--- config.mk ---
export PLATFORM = sky130hd
export DESIGN_NAME = prio_irq_ctrl
export DESIGN_NICKNAME = d
export VERILOG_FILES = /design/src/rtl/prio_irq_pkg.sv /design/src/rtl/prio_irq_regs.sv /design/src/rtl/prio_irq_arb.sv /design/src/rtl/prio_irq_ctrl.sv
export SDC_FILE = /design/constraint.sdc
export NUM_CORES = 1
export LEC_CHECK = 0
export BUFFER_PORTS_ARGS = -buffer_cell sky130_fd_sc_hd__buf_4
export CORE_AREA = 5 5 55 77
export CTS_CLUSTER_DIAMETER = 80
export DETAILED_ROUTE_END_ITERATION = 8
export DIE_AREA = 0 0 60 82
export SLEW_MARGIN = 25
export SYNTH_ARGS = -nofsm -noshare
export SYNTH_HDL_FRONTEND = slang
export SYNTH_SLANG_ARGS = --single-unit
export TNS_END_PERCENT = 50
--- constraint.sdc ---
create_clock -name clk -period 3.4 [get_ports clk]
set_input_delay 0.68 -clock clk [delete_from_list [all_inputs] [get_ports clk]]
set_output_delay 0.68 -clock clk [all_outputs]
set_load 0.02 [all_outputs]
--- src/rtl/prio_irq_pkg.sv ---
package prio_irq_pkg;

   localparam int SRC_N = 6;

   // sources 0..2 live in register 0, sources 3..5 in register 1
   function automatic bit src_in_reg1(input int idx);
      return idx >= 3;
   endfunction

   function automatic int en_pos(input int idx);
      return (idx < 3) ? idx + 1 : idx - 3;
   endfunction

   function automatic int fl_pos(input int idx);
      return (idx < 3) ? idx + 4 : idx + 1;
   endfunction

endpackage

--- src/rtl/prio_irq_regs.sv ---
module prio_irq_regs
   import prio_irq_pkg::*;
#(
   parameter int ADDR_W   = 8,
   parameter int DATA_W   = 8,
   parameter logic [ADDR_W-1:0] REG0_ADDR = 8'h0B,
   parameter logic [ADDR_W-1:0] REG1_ADDR = 8'h1E
)(
   input  logic              clk,
   input  logic              rst_n,
   input  logic              wr_en,
   input  logic [ADDR_W-1:0] wr_addr,
   input  logic [DATA_W-1:0] wr_data,
   input  logic [ADDR_W-1:0] rd_addr,
   output logic [DATA_W-1:0] rd_data,
   input  logic [SRC_N-1:0]  src_pulse,
   input  logic              take,
   input  logic [SRC_N-1:0]  take_grant,
   input  logic              reti_stb,
   output logic              mie,
   output logic [SRC_N-1:0]  en,
   output logic [SRC_N-1:0]  fl
);

   initial begin
      if (DATA_W < 7) $error("prio_irq_regs: DATA_W must hold bit 6");
      if (REG0_ADDR == REG1_ADDR) $error("prio_irq_regs: register addresses collide");
   end

   logic wr0, wr1;
   assign wr0 = wr_en && (wr_addr == REG0_ADDR);
   assign wr1 = wr_en && (wr_addr == REG1_ADDR);

   always_ff @(posedge clk or negedge rst_n) begin
      if (!rst_n)        mie <= 1'b0;
      else if (take)     mie <= 1'b0;
      else if (reti_stb) mie <= 1'b1;
      else if (wr0)      mie <= wr_data[0];
   end

   for (genvar i = 0; i < SRC_N; i++) begin : g_src
      localparam bit HI  = src_in_reg1(i);
      localparam int EBP = en_pos(i);
      localparam int FBP = fl_pos(i);
      logic hit;
      assign hit = HI ? wr1 : wr0;

      always_ff @(posedge clk or negedge rst_n) begin
         if (!rst_n)   en[i] <= 1'b0;
         else if (hit) en[i] <= wr_data[EBP];
      end

      always_ff @(posedge clk or negedge rst_n) begin
         if (!rst_n)                  fl[i] <= 1'b0;
         else if (src_pulse[i])       fl[i] <= 1'b1;
         else if (take && take_grant[i]) fl[i] <= 1'b0;
         else if (hit)                fl[i] <= wr_data[FBP];
      end
   end

   always_comb begin
      rd_data = '0;
      if (rd_addr == REG0_ADDR) begin
         rd_data[0] = mie;
         for (int i = 0; i < 3; i++) begin
            rd_data[en_pos(i)] = en[i];
            rd_data[fl_pos(i)] = fl[i];
         end
      end else if (rd_addr == REG1_ADDR) begin
         for (int i = 3; i < SRC_N; i++) begin
            rd_data[en_pos(i)] = en[i];
            rd_data[fl_pos(i)] = fl[i];
         end
      end
   end


   hw_set_wins_chk: assert property (@(posedge clk) disable iff (!rst_n)
      (src_pulse != '0) |=> ((fl & $past(src_pulse)) == $past(src_pulse)));


   reti_sets_mie_chk: assert property (@(posedge clk) disable iff (!rst_n)
      (reti_stb && !take) |=> mie);

endmodule

--- src/rtl/prio_irq_arb.sv ---
module prio_irq_arb #(
   parameter int N         = 6,
   parameter int VEC_W     = 8,
   parameter int VEC_BASE  = 4,
   parameter int VEC_STEP  = 4
)(
   input  logic [N-1:0]     req,
   output logic [N-1:0]     grant,
   output logic             any,
   output logic [VEC_W-1:0] vec
);

   initial begin
      if (VEC_BASE + VEC_STEP * (N - 1) >= (1 << VEC_W))
         $error("prio_irq_arb: vectors do not fit VEC_W");
   end

   logic [N:0] blk;
   assign blk[0] = 1'b0;

   for (genvar i = 0; i < N; i++) begin : g_chain
      assign grant[i]  = req[i] & ~blk[i];
      assign blk[i+1]  = blk[i] | req[i];
   end

   assign any = blk[N];

   always_comb begin
      vec = '0;
      for (int i = 0; i < N; i++)
         if (grant[i]) vec = vec | VEC_W'(VEC_BASE + VEC_STEP * i);
   end

endmodule

--- src/rtl/prio_irq_ctrl.sv ---
module prio_irq_ctrl
   import prio_irq_pkg::*;
#(
   parameter int ADDR_W   = 8,
   parameter int DATA_W   = 8,
   parameter int VEC_W    = 8,
   parameter int VEC_BASE = 4,
   parameter int VEC_STEP = 4,
   parameter logic [ADDR_W-1:0] REG0_ADDR = 8'h0B,
   parameter logic [ADDR_W-1:0] REG1_ADDR = 8'h1E
)(
   input  logic              clk,
   input  logic              rst_n,
   input  logic [5:0]        src_pulse,
   input  logic              phase_stb,
   input  logic              wr_en,
   input  logic [ADDR_W-1:0] wr_addr,
   input  logic [DATA_W-1:0] wr_data,
   input  logic [ADDR_W-1:0] rd_addr,
   output logic [DATA_W-1:0] rd_data,
   input  logic              stack_full,
   input  logic              ret_stb,
   input  logic              reti_stb,
   output logic              irq_accept,
   output logic [VEC_W-1:0]  irq_vector
);

   logic              phase_q;
   logic              stb_edge;
   logic              mie;
   logic [SRC_N-1:0]  en, fl, grant;
   logic              any;
   logic              take;
   logic [VEC_W-1:0]  vec_c;

   prio_irq_regs #(
      .ADDR_W(ADDR_W), .DATA_W(DATA_W),
      .REG0_ADDR(REG0_ADDR), .REG1_ADDR(REG1_ADDR)
   ) u_regs (
      .clk(clk), .rst_n(rst_n),
      .wr_en(wr_en), .wr_addr(wr_addr), .wr_data(wr_data),
      .rd_addr(rd_addr), .rd_data(rd_data),
      .src_pulse(src_pulse), .take(take), .take_grant(grant),
      .reti_stb(reti_stb),
      .mie(mie), .en(en), .fl(fl)
   );

   prio_irq_arb #(
      .N(SRC_N), .VEC_W(VEC_W), .VEC_BASE(VEC_BASE), .VEC_STEP(VEC_STEP)
   ) u_arb (
      .req(fl & en), .grant(grant), .any(any), .vec(vec_c)
   );

   always_ff @(posedge clk or negedge rst_n) begin
      if (!rst_n) phase_q <= 1'b0;
      else        phase_q <= phase_stb;
   end

   assign stb_edge = phase_stb & ~phase_q;
   assign take     = stb_edge & mie & ~stack_full & any;

   always_ff @(posedge clk or negedge rst_n) begin
      if (!rst_n) begin
         irq_accept <= 1'b0;
         irq_vector <= '0;
      end else begin
         irq_accept <= take;
         if (take) irq_vector <= vec_c;
      end
   end


   accept_pulse_chk: assert property (@(posedge clk) disable iff (!rst_n)
      irq_accept |=> !irq_accept);


   accept_clears_mie_chk: assert property (@(posedge clk) disable iff (!rst_n)
      irq_accept |-> !mie);


   accept_needs_mie_chk: assert property (@(posedge clk) disable iff (!rst_n)
      irq_accept |-> $past(mie));


   accept_stack_ok_chk: assert property (@(posedge clk) disable iff (!rst_n)
      irq_accept |-> !$past(stack_full));


   accept_on_edge_chk: assert property (@(posedge clk) disable iff (!rst_n)
      irq_accept |-> ($past(phase_stb) && phase_q));


   ret_keeps_mie_chk: assert property (@(posedge clk) disable iff (!rst_n)
      (ret_stb && !reti_stb && !take && !(wr_en && wr_addr == REG0_ADDR)) |=> $stable(mie));


   vector_hold_chk: assert property (@(posedge clk) disable iff (!rst_n)
      !irq_accept |-> $stable(irq_vector));

endmodule

==> results of run 1 <==
## registers in the layout (all words and copies together), names as in the netlist
register    count
u_regs.en       6
u_regs.fl       6
irq_vector      3
irq_accept      1
phase_q         1
u_regs.mie      1
## metrics by stage
stage                     total power, mW  hold slack, ps  area, um^2  setup slack, ps
after floorplan                     0.326             384        1010              737
after global placement              0.393             475        1360              678
after detailed placement            0.396             488        1360              658
after CTS                           0.570             289        1420              648
after global routing                0.594             294        1420              548
final                               0.565             282        1420              644
## power by group
group          total, mW  internal, mW  switching [mW]
Combinational      0.137        0.0702          0.0672
Clock              0.174         0.103          0.0715
Sequential         0.253         0.238          0.0153
## final cells by class
type | instances | share of cell area [%]
multi-input combinational | 69 | 35.6
sequential | 18 | 31.8
timing repair buffer | 47 | 24.9
clock buffer | 4 | 3.89
tap | 42 | 3.71
## cell usage after synthesis (3+ instances only)
cell,n
a22o_1,6
dfrtp_1,18
o21bai_1,4
mux2_4,3
nor3_1,6
nand2_1,8
mux2_2,4
mux2i_1,4
buf_4,6
nor2_1,6
## kinds of logic (layout without fill, tap and decap cells)
kind of cell / count (synthesis) / after routing / share of synthesized area, %
AO/OA/AOI/OAI: 19 / 19 / 15.6
other: 1 / 6 / 0.377
flip-flops: 18 / 18 / 45.2
buffers and inverters: 8 / 51 / 6.03
AND/OR/NAND/NOR: 33 / 33 / 19.7
multiplexers: 11 / 11 / 13.1
## final timing paths
check	start	end	slack, ps	cells after the start
worst max-delay path	rd_addr[7]	rd_data[6]	640	6
worst min-delay path	rst_n	u_regs.en[3]$_DFFE_PN0P_	280	1
worst max register to register	u_regs.fl[1]$_DFFE_PN0P_	irq_vector[2]$_DFFE_PN0P_	1500	4
worst min register to register	irq_vector[4]$_DFFE_PN0P_	irq_vector[4]$_DFFE_PN0P_	500	1
max in group asynchronous	rst_n	u_regs.fl[0]$_DFFE_PN0P_	2920	1
min in group clk	irq_vector[4]$_DFFE_PN0P_	irq_vector[4]$_DFFE_PN0P_	500	1
## per-layer routing
| layer | up-vias | GRT usage (%) |
|---|---|---|
| met3 | 2 | 3.46 |
| met2 | 32 | 21.2 |
| met5 | - | 0 |
| li1 | 430 | - |
| met4 | 0 | 4.21 |
| met1 | 431 | 12.9 |
## worst max-delay path: cells and delay by family
family                 cells  cell delay [ps]
AOI/OAI and AO/OA          1              160
and+or+nand+nor            2              790
buffers and inverters      3              450
==> results.cfg, run 1 <==
[setup_path]
crit_slowest_cell = or4_1
path_cells = buf_4 > or4_1 > nor4b_2 > buf_4 > a22o_1 > buf_4
startpoint_type = input pin
worst_path_most_repeated_cell = buf_4
max_stage_delay_ps = 550
worstSetupPathType = input pin to output port
worstPathArrival_ps = 2080
worstPathMaxFanout = 7
cp.required_ps = 2720
cp-end-kind = output port

[floorplanning]
start_util_pct = 28.3
fp.coreArea_um2 = 3510
dieArea_um2 = 4920
die_w_um = 60
ioPinCount = 54
rows = 26
die_h_um = 82

[sta]
max_freq_mhz = 363
worst_pin_slew_ps = 688
setup_viol = 0
tns_ps = 0
max-slew-margin-rel_pct = 54.1
final_max_slew_viol_count = 0
rsz0062_at_grt = false
min_period_ps = 2760
fin_skew_ps = 2.57
period_share_pct = 81.1
final_hold_viol_count = 0

[cells_and_area]
mostFrequentLayoutCells = buf_4 (47), dfrtp_1 (18), nand2_1 (8)
multiInputGateArea_um2 = 504
nets = 176
antennaDiodeCount = 0
area_growth_pct = 42.1
layout-drive-gt1-share_pct = 44.9
final_common_cell = buf_4
fillers = 358
fin_util_pct = 40.3
final_cell_count_no_fill = 180
seqCellArea_um2 = 450

[pwr]
power_per_cell_area_nw_per_um2 = 399
vdd_ir_drop_max_uv = 296
leakagePower_nw = 0.673

[outcome]
status = completed

[route]
avgViaCountPerCell = 4.97
first_pass_iters = 4
postRouteAntennaNets = 0
drtIter0Drc = 42
drc = 0
routed_wl_um = 2620
route.top_layer_used = met4
vias = 895
wl_met2_um = 1460
wl_met1_um = 956
wl_met3_um = 177
wl_per_cell_um = 14.5

[global_route]
grt_first_pass_wirelength_um = 4400
grt_pass1_vias = 952
grt_max_degree = 19
antenna_found_initial = 0
overflow = 0
grt_use_total_pct = 11.8

[synthesis]
ys_types = 31
synthFlopType = dfrtp_1
synth_area_leader_cell = dfrtp_1
netlist_top_cells_area = dfrtp_1 (45%), a22o_1 (5.3%), buf_4 (4.5%)
async_reset_ff_share_pct = 100
seq_area_frac_synth_pct = 45.2
syn_area_um2 = 996
synth_edf_count = 0
ys_warn_count = 0
ys_seq_elements = 18
synth.top_cell.area_share_pct = 45.2
netlist_instances = 90
avgSynthCellArea_um2 = 11.1

[clock_tree]
clk_pin_slew_worst_paths_ps = 70
cts_buffer_depth = 2
cts_tree = built
clock-sinks = 18
clock_latency_ps = 250
ctsHoldBuffers = 0
postCtsSetupBuffers = 0
ctsResizeCount = 0
root_buffer = clkbuf_8
numCtsBuffers = 3
htreeDepth = 1

[placed_design]
dp_cells = 176
port_buffers = 45
globalplace.congestion = 0.859
hpwl_um = 2190

[run]
maxCapViolCount = 0

[min_path]
hp-class = input pin to async pin
Note: power is estimated with default switching activity, not from simulation.
==> run 2: changes to the inputs <==
Clock period 3.4 ns to 2.7 ns, I/O delays scaled along.
==> run 2 against run 1 <==
Net effect: core utilization is 0.25 points higher; cell count is 1.1% higher; count of clock-buffer cells in the layout is 1 lower; via count is 3.1% higher; worst setup slack worse by 390 ps; critical path type unchanged; critical endpoint unchanged; largest power group unchanged; highest routed layer unchanged.
==> results.cfg, run 2 (synthesis gave the netlist of run 1 again) <==
[clock_tree]
postCtsSetupBuffers = 0
root_buffer = clkbuf_8
clock_latency_ps = 250
cts_tree = built
htreeDepth = 1
clk_pin_slew_worst_paths_ps = 60
clock-sinks = 18
numCtsBuffers = 3
cts_buffer_depth = 2
ctsResizeCount = 0
ctsHoldBuffers = 0

[pwr]
power_frac_clock_pct = 26.7
comb_power_share_pct = 26.3
vdd_ir_drop_max_uv = 305
seq_power_share_pct = 47.0
p_switching_mw = 0.191
p_int_mw = 0.491
leakagePower_nw = 0.679
sw_frac_of_total_pct = 28.0
power_per_cell_area_nw_per_um2 = 479
fin_total_pwr_mw = 0.682

[sta]
final_max_slew_viol_count = 0
tns_ps = 0
period_share_pct = 90.6
finalWorstSetupSlack_ps = 253
final_hold_viol_count = 0
rsz0062_at_grt = false
min_period_ps = 2450
max-slew-margin-rel_pct = 67.3
max_freq_mhz = 409
setup_viol = 0
fin_skew_ps = 1.69
worst_pin_slew_ps = 484

[cells_and_area]
final_cell_count_no_fill = 182
multiInputGateArea_um2 = 504
antennaDiodeCount = 0
area_growth_pct = 43.0
fin_util_pct = 40.5
mostFrequentLayoutCells = buf_4 (50), dfrtp_1 (18), nand2_1 (8)
seqCellArea_um2 = 450
final_common_cell = buf_4
nets = 179
top_regs = u_regs.en: 6 flops, u_regs.fl: 6 flops, irq_vector: 3 flops
layout-drive-gt1-share_pct = 45.7
fillers = 354

[placed_design]
port_buffers = 45
dp_slack_ps = 250
dp_cells = 179
hpwl_um = 2250
globalplace.congestion = 0.871

[floorplanning]
die_w_um = 60
fp.coreArea_um2 = 3510
die_h_um = 82
rows = 26
start_util_pct = 28.3
ioPinCount = 54
dieArea_um2 = 4920

[setup_path]
r2r-start = u_regs.fl[1]$_DFFE_PN0P_
r2r-end = irq_vector[2]$_DFFE_PN0P_
cp.required_ps = 2160
cp-end-kind = output port
r2r_setup_slack_ps = 1070
worstSetupPathType = input pin to output port
rr_worst_depth = 5
startpoint_type = input pin
worstPathMaxFanout = 7
worstPathArrival_ps = 1910

[route]
postRouteAntennaNets = 0
drc = 0
first_pass_iters = 4
drtIter0Drc = 11
routed_wl_um = 2740
wl_per_cell_um = 15.0
avgViaCountPerCell = 5.07
vias = 923

[global_route]
grt_use_total_pct = 12.3
grt_max_degree = 19
overflow = 0
grt_first_pass_wirelength_um = 4540
antenna_found_initial = 0
grt_pass1_vias = 996

[outcome]
status = completed

[run]
maxCapViolCount = 0

[min_path]
hp-class = input pin to async pin
[run 2: cell count changes in the layout (fill, tap and decap cells not counted)]
| cell | before | now |
|---|---|---|
| buf_4 | 47 | 50 |
| clkbuf_8 | 4 | 3 |
[run 2: cell type report]
| class | instances | area share, % |
|---|---|---|
| Tap cell | 42 | 3.69 |
| Multi-Input combinational cell | 69 | 35.4 |
| Clock buffer | 3 | 2.90 |
| Timing Repair Buffer | 50 | 26.4 |
| Sequential cell | 18 | 31.6 |
[run 2: power by group through the flow]
stage                     Combinational (mW)  Sequential [mW]  Clock, mW
after floorplan                       0.0609            0.350          0
after global placement                 0.176            0.322          0
after detailed placement               0.180            0.325          0
after CTS                              0.181            0.320      0.191
after global routing                   0.193            0.323      0.204
final                                  0.179            0.320      0.182
[run 2: stage by stage]
step	cell area, um^2	hold WS [ps]
after floorplan	1010	244
after global placement	1380	418
after detailed placement	1380	422
after CTS	1420	148
after global routing	1420	153
final	1420	148
[run 2: routing by layer]
layer	routed length [um]	track usage [%]	vias up
li1	-	-	432
met1	983	13.6	447
met2	1500	20.8	38
met3	191	2.99	6
met4	67	7.10	0
met5	0	0	-
[run 2: worst max-delay path by stage]
stage               start  cells after the start  slack, ps    endpoint
6_report       rd_addr[7]                      6        250  rd_data[6]
5_1_grt        rd_addr[7]                      6        140  rd_data[6]
4_1_cts        rd_addr[7]                      6        250  rd_data[6]
3_5_place_dp   rd_addr[7]                      6        250  rd_data[6]
3_3_place_gp   rd_addr[7]                      6        260  rd_data[6]
2_1_floorplan  rd_addr[7]                      3        320  rd_data[0]
[run 2: critical path: stages]
cell and delay (ps):
buf_4 110, or4_1 550, nor4b_2 230, buf_4 190
a22o_1 150, buf_4 140
==> run 3: changes to the inputs <==
Settings changed: PLACE_DENSITY_LB_ADDON set to 0.3.
==> run 3 against run 2 <==
Net effect: count of clock-buffer cells in the layout grew 1; non-clock buffer count shrank 1; total power grew 4.5%; global-route usage shrank 1.2 points; first-iteration DRC count grew to 2.5 times the previous value; worst hold slack lost 6.9 ps; sequential share of layout area shrank 0.14 points; largest power group unchanged; largest cell class unchanged; routed wire length shrank 3.7%; cell area grew 0.44%.
==> results.cfg, run 3 (synthesis gave the netlist of run 1 again) <==
[outcome]
status = completed

[cells_and_area]
final_common_cell = buf_4
final_cell_count_no_fill = 182
antennaDiodeCount = 0
mostFrequentLayoutCells = buf_4 (49), dfrtp_1 (18), nand2_1 (8)
top_regs = u_regs.en: 6 flops, u_regs.fl: 6 flops, irq_vector: 3 flops
area_growth_pct = 43.6
layout-drive-gt1-share_pct = 45.7
nets = 178

[clock_tree]
clock_latency_ps = 250
ctsHoldBuffers = 0
cts_buffer_depth = 2
root_buffer = clkbuf_8
clk_pin_slew_worst_paths_ps = 70
clock-sinks = 18
ctsResizeCount = 0
numCtsBuffers = 3
postCtsSetupBuffers = 0
cts_tree = built
htreeDepth = 1

[setup_path]
worstPathArrival_ps = 1940
worstSetupPathType = input pin to output port
crit_start = rd_addr[7]
r2r-start = u_regs.fl[1]$_DFFE_PN0P_
cp.required_ps = 2160
max_stage_delay_ps = 550
worstPathMaxFanout = 7
cp-end-kind = output port
startpoint_type = input pin
worst_path_most_repeated_cell = buf_4
path_cells = buf_4 > or4_1 > nor4b_2 > buf_4 > a22o_1 > buf_4
crit_slowest_cell = or4_1

[sta]
rsz0062_at_grt = false
period_share_pct = 91.7
setup_viol = 0
final_max_slew_viol_count = 0
max-slew-margin-rel_pct = 54.5
max_freq_mhz = 404
final_hold_viol_count = 0
timing.hold.ws_ps = 141
worst_pin_slew_ps = 683
fin_skew_ps = 1.05
tns_ps = 0
min_period_ps = 2480

[route]
vias = 918
wl_per_cell_um = 14.5
routed_wl_um = 2640
drtIter0Drc = 28
drc = 0
avgViaCountPerCell = 5.04
first_pass_iters = 4
postRouteAntennaNets = 0

[placed_design]
hpwl_um = 2170
port_buffers = 45
globalplace.congestion = 0.823
dp_cells = 178

[global_route]
grt_first_pass_wirelength_um = 4110
antenna_found_initial = 0
overflow = 0
grt_use_total_pct = 11.1
grt_max_degree = 19
grt_pass1_vias = 924

[floorplanning]
die_h_um = 82
dieArea_um2 = 4920
rows = 26
start_util_pct = 28.3
ioPinCount = 54
die_w_um = 60
fp.coreArea_um2 = 3510

[min_path]
hp-class = input pin to async pin

[pwr]
power_per_cell_area_nw_per_um2 = 498
leakagePower_nw = 0.682
vdd_ir_drop_max_uv = 230

[run]
maxCapViolCount = 0
-- run 3: changes by cell type in the layout (fill, tap and decap cells not counted) --
cell	change
buf_4	-1
clkbuf_8	+1
-- run 3: report_power, final --
part / internal, mW / switching (mW) / total (mW)
Clock: 0.130 / 0.0901 / 0.220
Combinational: 0.0893 / 0.0845 / 0.174
Sequential: 0.300 / 0.0190 / 0.319
-- run 3: per-stage QoR --
step / instance area [um^2] / utilization [%] / worst slack (ps) / power (mW)
5_1_grt: 1430 / 40.7 / 195 / 0.752
6_report: 1430 / 40.7 / 224 / 0.712
2_1_floorplan: 1010 / - / 317 / 0.410
3_3_place_gp: 1380 / 39.1 / 250 / 0.497
4_1_cts: 1430 / 40.7 / 224 / 0.719
3_5_place_dp: 1380 / 39.1 / 224 / 0.500
-- run 3: worst paths after layout --
check	to	slack, ps	cells after the start
max	rd_data[6]	220	6
min	phase_q$_DFF_PN0_	140	1
min reg2reg	irq_vector[4]$_DFFE_PN0P_	500	1
max reg2reg	irq_vector[2]$_DFFE_PN0P_	800	4
min in group clk	phase_q$_DFF_PN0_	400	1
max in group asynchronous	u_regs.fl[3]$_DFFE_PN0P_	2370	1
-- run 3: cell type report --
cell class	instances	area, um^2
Multi-Input combinational cell	69	504
Clock buffer	4	55.1
Tap cell	42	52.6
Timing Repair Buffer	49	368
Sequential cell	18	450
Fill cell	359	2080
-- run 3: layer usage --
metal / share of wire [%] / global-route usage [%] / wire [um] / up-vias
li1: - / - / - / 428
met1: 37 / 12.2 / 963 / 438
met2: 54 / 19.4 / 1410 / 45
met3: 7.2 / 2.20 / 191 / 7
met4: 2.7 / 5.99 / 70 / 0
met5: 0 / 0 / 0 / -
-- run 3: critical path: cells and delay by family --
| kind | cells | cell delay (ps) |
|---|---|---|
| AO/OA/AOI/OAI | 1 | 160 |
| buffers and inverters | 3 | 460 |
| AND/OR/NAND/NOR | 2 | 790 |
